--- config.mk ---
export PLATFORM = sky130hd
export DESIGN_NAME = eeprom_idx_reader
export DESIGN_NICKNAME = d
export VERILOG_FILES = /design/src/rtl/eeprom_idx_pkg.sv /design/src/rtl/eeprom_idx_tick.sv /design/src/rtl/eeprom_idx_seq.sv /design/src/rtl/eeprom_idx_reader.sv
export SDC_FILE = /design/constraint.sdc
export NUM_CORES = 1
export LEC_CHECK = 0
export BUFFER_PORTS_ARGS = -buffer_cell sky130_fd_sc_hd__buf_2
export CAP_MARGIN = 20
export CORE_MARGIN = 1.5
export CORE_UTILIZATION = 50
export DETAILED_ROUTE_END_ITERATION = 10
export PLACE_DENSITY = 0.71
export SYNTH_ARGS = -nofsm -noshare
export SYNTH_HDL_FRONTEND = slang
export SYNTH_SLANG_ARGS = --single-unit
--- constraint.sdc ---
create_clock -name clk -period 3.1 [get_ports clk]
set_input_delay 0 -clock clk [delete_from_list [all_inputs] [get_ports clk]]
set_output_delay 0 -clock clk [all_outputs]
set_load 0.1 [all_outputs]
--- src/rtl/eeprom_idx_pkg.sv ---
package eeprom_idx_pkg;
  // transfer segments in bus order; the sequencer steps through them in turn
  typedef enum logic [2:0] {
    SG_START, SG_DEVW, SG_WADDR, SG_RESTART, SG_DEVR, SG_RD0, SG_RD1, SG_STOP
  } seg_e;

  localparam logic [1:0] SEL_INDEX  = 2'd0;
  localparam logic [1:0] SEL_STATUS = 2'd1;
  localparam logic [1:0] SEL_DATA   = 2'd2;
endpackage

--- src/rtl/eeprom_idx_tick.sv ---
module eeprom_idx_tick #(
  parameter int DIV = 8
) (
  input  logic clk,
  input  logic rst_n,
  input  logic run,
  output logic tick
);
  localparam int CW = (DIV > 1) ? $clog2(DIV) : 1;
  localparam logic [CW-1:0] LAST = CW'(DIV - 1);

  logic [CW-1:0] cnt;

  always_ff @(posedge clk or negedge rst_n) begin
    if (!rst_n)           cnt <= '0;
    else if (!run)        cnt <= '0;
    else if (cnt == LAST) cnt <= '0;
    else                  cnt <= cnt + 1'b1;
  end

  assign tick = run && (cnt == LAST);

  generate
    if (DIV > 1) begin : g_spacing
      AST_TICK_SPACED: assert property (@(posedge clk) disable iff (!rst_n)
        tick |=> !tick);
    end
  endgenerate
endmodule

--- src/rtl/eeprom_idx_seq.sv ---
module eeprom_idx_seq
  import eeprom_idx_pkg::*;
#(
  parameter logic [6:0] DEV_ADDR = 7'h50
) (
  input  logic       clk,
  input  logic       rst_n,
  input  logic       start,
  input  logic [7:0] index,
  input  logic       tick,
  input  logic       sda_i,
  output logic       busy,
  output logic       done,
  output logic       fail,
  output logic [7:0] byte_lo,
  output logic [7:0] byte_hi,
  output logic       scl_o,
  output logic       sda_low_o
);
  seg_e       seg;
  logic [1:0] q;      // quarter of the current bit
  logic [3:0] bitn;   // 0..7 data bits, 8 = acknowledge slot
  logic [7:0] sh;
  logic [7:0] idx_q;
  logic       nack_q;
  logic       is_start, is_tx, is_rx, scl_nx, sda_nx;

  always_comb begin
    is_start = (seg == SG_START) || (seg == SG_RESTART);
    is_tx    = (seg == SG_DEVW) || (seg == SG_WADDR) || (seg == SG_DEVR);
    is_rx    = (seg == SG_RD0) || (seg == SG_RD1);
    scl_nx   = 1'b1;
    sda_nx   = 1'b0;
    if (is_start) begin
      scl_nx = (q == 2'd0) ? scl_o : (q != 2'd3);
      sda_nx = q[1];                       // fall while SCL is high
    end else if (seg == SG_STOP) begin
      scl_nx = (q != 2'd0);
      sda_nx = !q[1];                      // rise while SCL is high
    end else begin
      scl_nx = (q == 2'd1) || (q == 2'd2);
      if (is_tx && !bitn[3])     sda_nx = !sh[7];
      else if (is_rx && bitn[3]) sda_nx = (seg == SG_RD0);  // ACK first, NACK last
    end
  end

  always_ff @(posedge clk or negedge rst_n) begin
    if (!rst_n) begin
      busy <= 1'b0; done <= 1'b0; fail <= 1'b0;
      seg <= SG_START; q <= '0; bitn <= '0; sh <= '0; idx_q <= '0; nack_q <= 1'b0;
      byte_lo <= '0; byte_hi <= '0; scl_o <= 1'b1; sda_low_o <= 1'b0;
    end else begin
      done <= 1'b0;
      if (!busy) begin
        if (start) begin
          busy <= 1'b1; fail <= 1'b0; idx_q <= index;
          seg <= SG_START; q <= '0; bitn <= '0;
        end
      end else if (tick) begin
        scl_o     <= scl_nx;
        sda_low_o <= sda_nx;
        q         <= q + 2'd1;
        if (q == 2'd2) begin
          if (is_rx && !bitn[3]) sh <= {sh[6:0], sda_i};
          if (is_tx && bitn[3])  nack_q <= sda_i;
        end
        if (q == 2'd3) begin
          if (is_start) begin
            sh   <= {DEV_ADDR, (seg == SG_RESTART)};
            bitn <= '0;
            seg  <= seg_e'(seg + 3'd1);
          end else if (seg == SG_STOP) begin
            busy <= 1'b0; done <= 1'b1; seg <= SG_START;
          end else if (!bitn[3]) begin
            bitn <= bitn + 4'd1;
            if (is_tx) sh <= {sh[6:0], 1'b0};
          end else begin
            bitn <= '0;
            if (is_tx && nack_q) begin
              fail <= 1'b1; seg <= SG_STOP;
            end else begin
              if (seg == SG_DEVW) sh <= idx_q;
              if (seg == SG_RD0)  byte_lo <= sh;
              if (seg == SG_RD1)  byte_hi <= sh;
              seg <= seg_e'(seg + 3'd1);
            end
          end
        end
      end
    end
  end

  AST_IDLE_BUS_FREE: assert property (@(posedge clk) disable iff (!rst_n)
    !busy |-> (scl_o && !sda_low_o));
  AST_PINS_MOVE_ON_TICK: assert property (@(posedge clk) disable iff (!rst_n)
    !tick |=> ($stable(scl_o) && $stable(sda_low_o)));
endmodule

--- src/rtl/eeprom_idx_reader.sv ---
module eeprom_idx_reader
  import eeprom_idx_pkg::*;
#(
  parameter int         CLK_DIV  = 8,
  parameter logic [6:0] DEV_ADDR = 7'h50
) (
  input  logic        clk,
  input  logic        rst_n,
  input  logic        reg_wr,
  input  logic [1:0]  reg_sel,
  input  logic [15:0] reg_wdata,
  output logic [15:0] reg_rdata,
  output logic        scl_o,
  output logic        sda_low_o,
  input  logic        sda_i
);
  logic       tick, busy, done, fail, start;
  logic [7:0] byte_lo, byte_hi, idx_q, status;
  logic       valid_q, err_q;

  assign start = reg_wr && (reg_sel == SEL_INDEX) && !busy;

  eeprom_idx_tick #(.DIV(CLK_DIV)) u_tick (
    .clk(clk), .rst_n(rst_n), .run(busy), .tick(tick)
  );

  eeprom_idx_seq #(.DEV_ADDR(DEV_ADDR)) u_seq (
    .clk(clk), .rst_n(rst_n), .start(start), .index(reg_wdata[7:0]),
    .tick(tick), .sda_i(sda_i), .busy(busy), .done(done), .fail(fail),
    .byte_lo(byte_lo), .byte_hi(byte_hi), .scl_o(scl_o), .sda_low_o(sda_low_o)
  );

  always_ff @(posedge clk or negedge rst_n) begin
    if (!rst_n) begin
      idx_q <= '0; valid_q <= 1'b0; err_q <= 1'b0;
    end else if (start) begin
      idx_q <= reg_wdata[7:0]; valid_q <= 1'b0; err_q <= 1'b0;
    end else if (done) begin
      valid_q <= !fail; err_q <= fail;
    end
  end

  assign status = {5'd0, busy, err_q, valid_q};

  always_comb begin
    case (reg_sel)
      SEL_INDEX:  reg_rdata = {8'd0, idx_q};
      SEL_STATUS: reg_rdata = {8'd0, status};
      SEL_DATA:   reg_rdata = valid_q ? {byte_hi, byte_lo} : 16'd0;
      default:    reg_rdata = 16'd0;
    endcase
  end

  AST_FLAGS_EXCLUSIVE: assert property (@(posedge clk) disable iff (!rst_n)
    !(valid_q && err_q));
  AST_BUSY_CLEARS_FLAGS: assert property (@(posedge clk) disable iff (!rst_n)
    busy |-> (!valid_q && !err_q));
  AST_DATA_WRITE_INERT: assert property (@(posedge clk) disable iff (!rst_n)
    (reg_wr && reg_sel == SEL_DATA && !busy && !done)
      |=> ($stable(idx_q) && $stable(valid_q) && $stable(err_q)));
  AST_INDEX_HELD_BUSY: assert property (@(posedge clk) disable iff (!rst_n)
    (reg_wr && reg_sel == SEL_INDEX && busy) |=> $stable(idx_q));
endmodule

-- Word level (Yosys, flattened, before mapping)
Index checks and enable logic that the tools add are counted.
- word-level logic and storage cells: 143
- flip-flop bits (word level): 60
- bits of input ports: 22
- reductions and logical operators: 34
- bitwise logic cells: 4
- equality and inequality tests: 23
- add/sub/neg operators: 4
- multiplexer cells: 61
- operators with widths (operator ; number):
    $mux W8 ; 9
    $pmux W16 S3 ; 1
    $mux W1 ; 30
    $mux W3 ; 10
    $mux W4 ; 7
    $mux W16 ; 1
    $ne A2 B2 Y1 const B ; 8
    $reduce_and A8 Y1 ; 2
    $eq A3 B3 Y1 const B ; 5
    $reduce_and A4 Y1 ; 3
    $logic_and A1 B1 Y1 ; 8
    $reduce_and A7 Y1 ; 1
    $add A3 B1 Y3 const B ; 2
    $eq A2 B2 Y1 const B ; 3
    $eq A3 B2 Y1 const B ; 2
    $mux W2 ; 3
    $reduce_and A2 Y1 ; 3
    $reduce_bool A2 Y1 ; 3
    $logic_not A1 Y1 ; 5
    $logic_or A1 B1 Y1 ; 5
    $add A4 B1 Y4 const B ; 1
    $eq A2 B1 Y1 const B ; 2
    $logic_not A2 Y1 ; 2
    $ne A4 B4 Y1 const B ; 1
    6 further kinds ; 9

-- Longest topological paths before layout
- depth after elaboration: 11
- gate-level depth with buffers: 8

-- Hierarchy
Synthesis repeated with hierarchy kept, for this count alone.
- cells, all modules: 314
- area total of the unflattened synthesis: 3241.9 µm²
- by module, submodules not included (module ; instances ; area an instance (µm²) ; sequential area each (µm²) ; cells an instance):
    eeprom_idx_seq ; 1 ; 2479.9 ; 1177.4 ; 245
    eeprom_idx_reader ; 1 ; 626.9 ; 250.2 ; 60
    eeprom_idx_tick ; 1 ; 135.1 ; 75.1 ; 9

-- Worst setup path before layout
Ideal clock, no wire load.
- path type: reg-to-output
- start point: reg valid_q
- end point: out reg_rdata[0]
- buffers on the path: 1
- arrival time: 2738 ps
- stages on the path, launching flop included: 4
- setup slack: 362 ps
- data required time: 3100 ps
- cell sequence: dfrtp_1 > clkbuf_1 > mux2i_1 > o21ai_0
- longest elaborated chain between the ends: 2
- ends and longest elaborated chain (what ; RTL line ; text):
    from (decl) ; eeprom_idx_reader.sv:19 ; logic valid_q, err_q;
    from (signal assigned) ; eeprom_idx_reader.sv:39 ; valid_q <= !fail; err_q <= fail;
    $mux W16 ; eeprom_idx_reader.sv:49 ; SEL_DATA: reg_rdata = valid_q ? {byte_hi, byte_lo} : 16'd0;
    $pmux W16 S3 * ; eeprom_idx_reader.sv:46 ; case (reg_sel)
    to (decl) ; eeprom_idx_reader.sv:12 ; output logic [15:0] reg_rdata,
Mark *: on every way between the ends. The rest lies on a longest branch, timed or not.

-- Worst setup path in the final report
- start point: reg u_seq.seg[0]
- end point: reg u_seq.byte_lo[1]
- longest elaborated chain between the ends: 6
- elaborated cells on any way between the ends: 15
- those cells by class: eq/ne: 6; bitwise: 3; reduce/logical: 6
- ends and longest elaborated chain (what ; RTL line ; text):
    from (decl) ; eeprom_idx_seq.sv:20 ; seg_e seg;
    from (signal assigned) ; eeprom_idx_seq.sv:71 ; seg <= seg_e'(seg + 3'd1);
    from (signal assigned) ; eeprom_idx_seq.sv:85 ; seg <= seg_e'(seg + 3'd1);
    $eq A3 B1 Y1 / $eq A3 B2 Y1 (equally long branches) ; eeprom_idx_seq.sv:30 ; is_tx = (seg == SG_DEVW) || (seg == SG_WADDR) || (seg == SG_DEVR);
    $logic_or A1 B1 Y1 (2 in a row) ; eeprom_idx_seq.sv:30 ;
    $logic_and A1 B1 Y1 ; eeprom_idx_seq.sv:79 ; if (is_tx && nack_q) begin
    $not A1 Y1 (no source line) ; -- ;
    $reduce_and A8 Y1 (no source line) * ; -- ;
    to (signal assigned) ; eeprom_idx_seq.sv:83 ; if (seg == SG_RD0) byte_lo <= sh;
    to (decl) ; eeprom_idx_seq.sv:15 ; output logic [7:0] byte_lo,
Marked as above.
A chain may end at the register's enable or synchronous reset.

==> out/results.ini <==
[route]
drt_iter0_markers = 141
viasPerCell = 5.90
via_count = 2335
drc_errors = 0
wirelength_mm = 6.39
detail-route-antenna-nets = 0
wire_per_inst_um = 16.1
dr.pass1.iters = 4

[layout]
num_antenna_cells = 0
finalInstanceArea_mm2 = 0.00329
drive_above_1_share_pct = 23.8
fin_nets = 357
area_delta_synth_final_pct = 14.5

[placed_design]
dpl_cell_area_mm2 = 0.00310
port_buffers = 31
place_congestion = 0.927
place_ws_ps = 410
hpwl_mm = 4.59

[sta]
clock.fmax_ghz = 0.371
drv_slew = 0
worst_slack_ps = 403
hold_ws_ps = 198
worst_slew_pin_slew_ps = 788
fin_crit_sh_pct = 87.0
finalHoldViolations = 0
rsz0062_at_grt = false
setup_violations = 0
skew_ps = 10.7
min_period_ps = 2700
setup_tns_ps = 0
slew_headroom_pct = 47.3

[clocking]
clock_sinks = 52
clockBufferDepth = 2
clk_latency_ps = 310
cts_resized = 0
path_clk_slew_ps = 100
htree_num_levels = 2
cts_made_buffers = 5
cts_tree = done
root_buffer = clkbuf_8

[die]
die_w_um = 78.8
die_area_mm2 = 0.00621
die_h_um = 78.8
start_util_pct = 51.9
rows = 27
ios = 40
core_mm2 = 0.00554

[critical_path]
arrival_ps = 2910
worstSetupPathType = flip-flop to flip-flop
cp-start-kind = flip-flop
worst-path-max-fanout = 8
reg2regPathDepth = 6
crit-reg2reg-launch = u_seq.seg[0]
rr_endpoint = u_seq.byte_lo[1]
ff2ff_setup_slack_ps = 400
critPathCaptureType = flip-flop
required_ps = 3310

[power_and_ir_drop]
totalPowerFinal_uw = 2280
vdd_ir_drop_max_v = 0.000520
powerDensity_mw_per_mm2 = 693
p_leak_uw = 0.00151

[global_routing]
grtUsageTotal_pct = 22.2
use_met2_pct = 36.4
antenna_found_initial = 0
met3_usage_pct = 3.10
grt.busiest_layer = met2
grt_pass1_wl_mm = 10.6
first_global_vias = 2200
grt-ovfl-total = 0
use_met1_pct = 29.9
grt_max_degree = 30

[yosys]
synth_edf_count = 0
syn_area_mm2 = 0.00287
synth_area_per_cell_um2 = 10.2
postSynthCellCount = 283
ys_seq_area_share_pct = 45.3
yosysWarningCount = 0
ys.flop_type = dfrtp_1
syn_nets = 317
synth.distinct_cells = 47
synth-seq-cells = 52
synth-async-reset-ratio_pct = 100

[run]
cap_violations = 0

[min_path]
holdPathEnd = u_seq.busy
hold_path.class = input port to flip-flop
whs_path_depth = 3
min_from = reg_wr

[outcome]
status = completed

-- synthesized netlist by cell type, drive strengths merged, types with 3 or more instances --
cell type   n  share of area, %
a221o       4               1.5
mux2       25               9.8
a31oi       3              0.65
o21a        4               1.0
nor2       19               2.5
inv        12               1.6
mux2i       7               2.4
a21oi      15               2.6
o221ai      4               1.2
o22ai       9               2.0
clkbuf     10               1.3
dfrtp      51                44
nand2b      5               1.1
ha         12               5.2
nand2      25               3.4
o21ai      15               2.6
and2       11               2.4
a22o        3              0.91
nand3       8               1.4
nor3        6               1.2
nor2b       4              0.87
or4         3              0.78
a21o        3              0.87
-- layout make-up --
class | instances | area, um2
Fill cell | 483 | 2250
Multi-Input combinational cell | 207 | 1480
Sequential cell | 52 | 1300
Timing Repair Buffer | 45 | 285
Tap cell | 72 | 90.1
Clock buffer | 6 | 72.6
Inverter | 12 | 45.0
Clock inverter | 2 | 16.3
-- cells in the final DEF (no fill, tap or decap), types with 4 or more instances in the layout --
cell type,count
a21oi_1,15
and2_1,11
buf_2,31
buf_4,4
clkbuf_8,5
dfrtp_1,51
dlygate4sd3_1,10
ha_1,12
inv_1,12
mux2_2,25
mux2i_1,7
nand2_1,23
nand2b_1,5
nand3_1,8
nor2_1,19
nor2b_1,4
nor3_1,5
o21a_1,4
o21ai_0,15
o221ai_1,4
o22ai_1,9
-- power breakdown --
part | leakage [uW] | internal [uW] | total (uW) | switching (uW)
Sequential | 0.000688 | 822 | 986 | 164
Clock | 0.0000414 | 161 | 385 | 225
Combinational | 0.000781 | 304 | 909 | 605
-- metrics by stage --
step | instances | util, %
final | 396 | 59.4
after CTS | 396 | 59.4
after floorplan | 283 | -
after global routing | 396 | 59.4
after detailed placement | 378 | 56.0
after global placement | 378 | 56.0
-- worst max-delay path by stage --
stage | startpoint | endpoint | slack, ps | cells past startpoint
after floorplan | valid_q | reg_rdata[0] | 360 | 3
after global placement | u_seq.seg[0] | u_seq.byte_lo[5] | 430 | 6
after detailed placement | u_seq.seg[0] | u_seq.byte_lo[1] | 410 | 6
after CTS | u_seq.seg[0] | u_seq.byte_lo[1] | 410 | 6
after global routing | u_seq.seg[0] | u_seq.byte_lo[3] | 280 | 6
final | u_seq.seg[0] | u_seq.byte_lo[1] | 400 | 6
-- repair_timing --
| action | 4_1_cts | 5_1_grt |
|---|---|---|
| hold buffers | 10 | 0 |
| endpoints found under the hold margin | 37 | 0 |
| endpoints found under the setup margin | 0 | 0 |
| setup buffers | 0 | 0 |
-- metal layers --
metal / share of wire (%) / wire [um] / vias to the layer above
li1: - / - / 1111
met1: 47 / 3000 / 1148
met2: 47 / 3030 / 64
met3: 3.6 / 230 / 12
met4: 1.9 / 123 / 0
met5: 0 / 0 / -
-- worst max-delay path: stages, from the launching register on --
cell and delay, ps:
dfrtp_1 430, ha_1 240, ha_1 260, or4_1 700, a2111oi_4 430, nand2_2 220
mux2_2 320
-- cells by family (layout without fill, tap and decap cells) --
| kind of cell | after synthesis | count (layout) | share of synthesized area, % |
|---|---|---|---|
| compound gates | 69 | 69 | 16.7 |
| fa+ha+maj | 12 | 12 | 5.23 |
| buf+inv | 24 | 65 | 3.18 |
| flops | 52 | 52 | 45.3 |
| mux | 32 | 32 | 12.2 |
| simple gates | 94 | 94 | 17.3 |
-- state kept, by name, indices dropped and copies added, names as in the netlist --
signal           flops
u_seq.scl_o          1
u_seq.done           1
u_seq.q              2
u_seq.bitn           4
u_seq.idx_q          5
u_seq.byte_hi        8
u_seq.byte_lo        8
valid_q              1
idx_q                3
u_seq.seg            3
err_q                1
u_seq.nack_q         1
u_seq.sh             8
u_tick.cnt           3
u_seq.sda_low_o      1
u_seq.fail           1
u_seq.busy           1
Note: power is estimated with default switching activity, not from simulation.
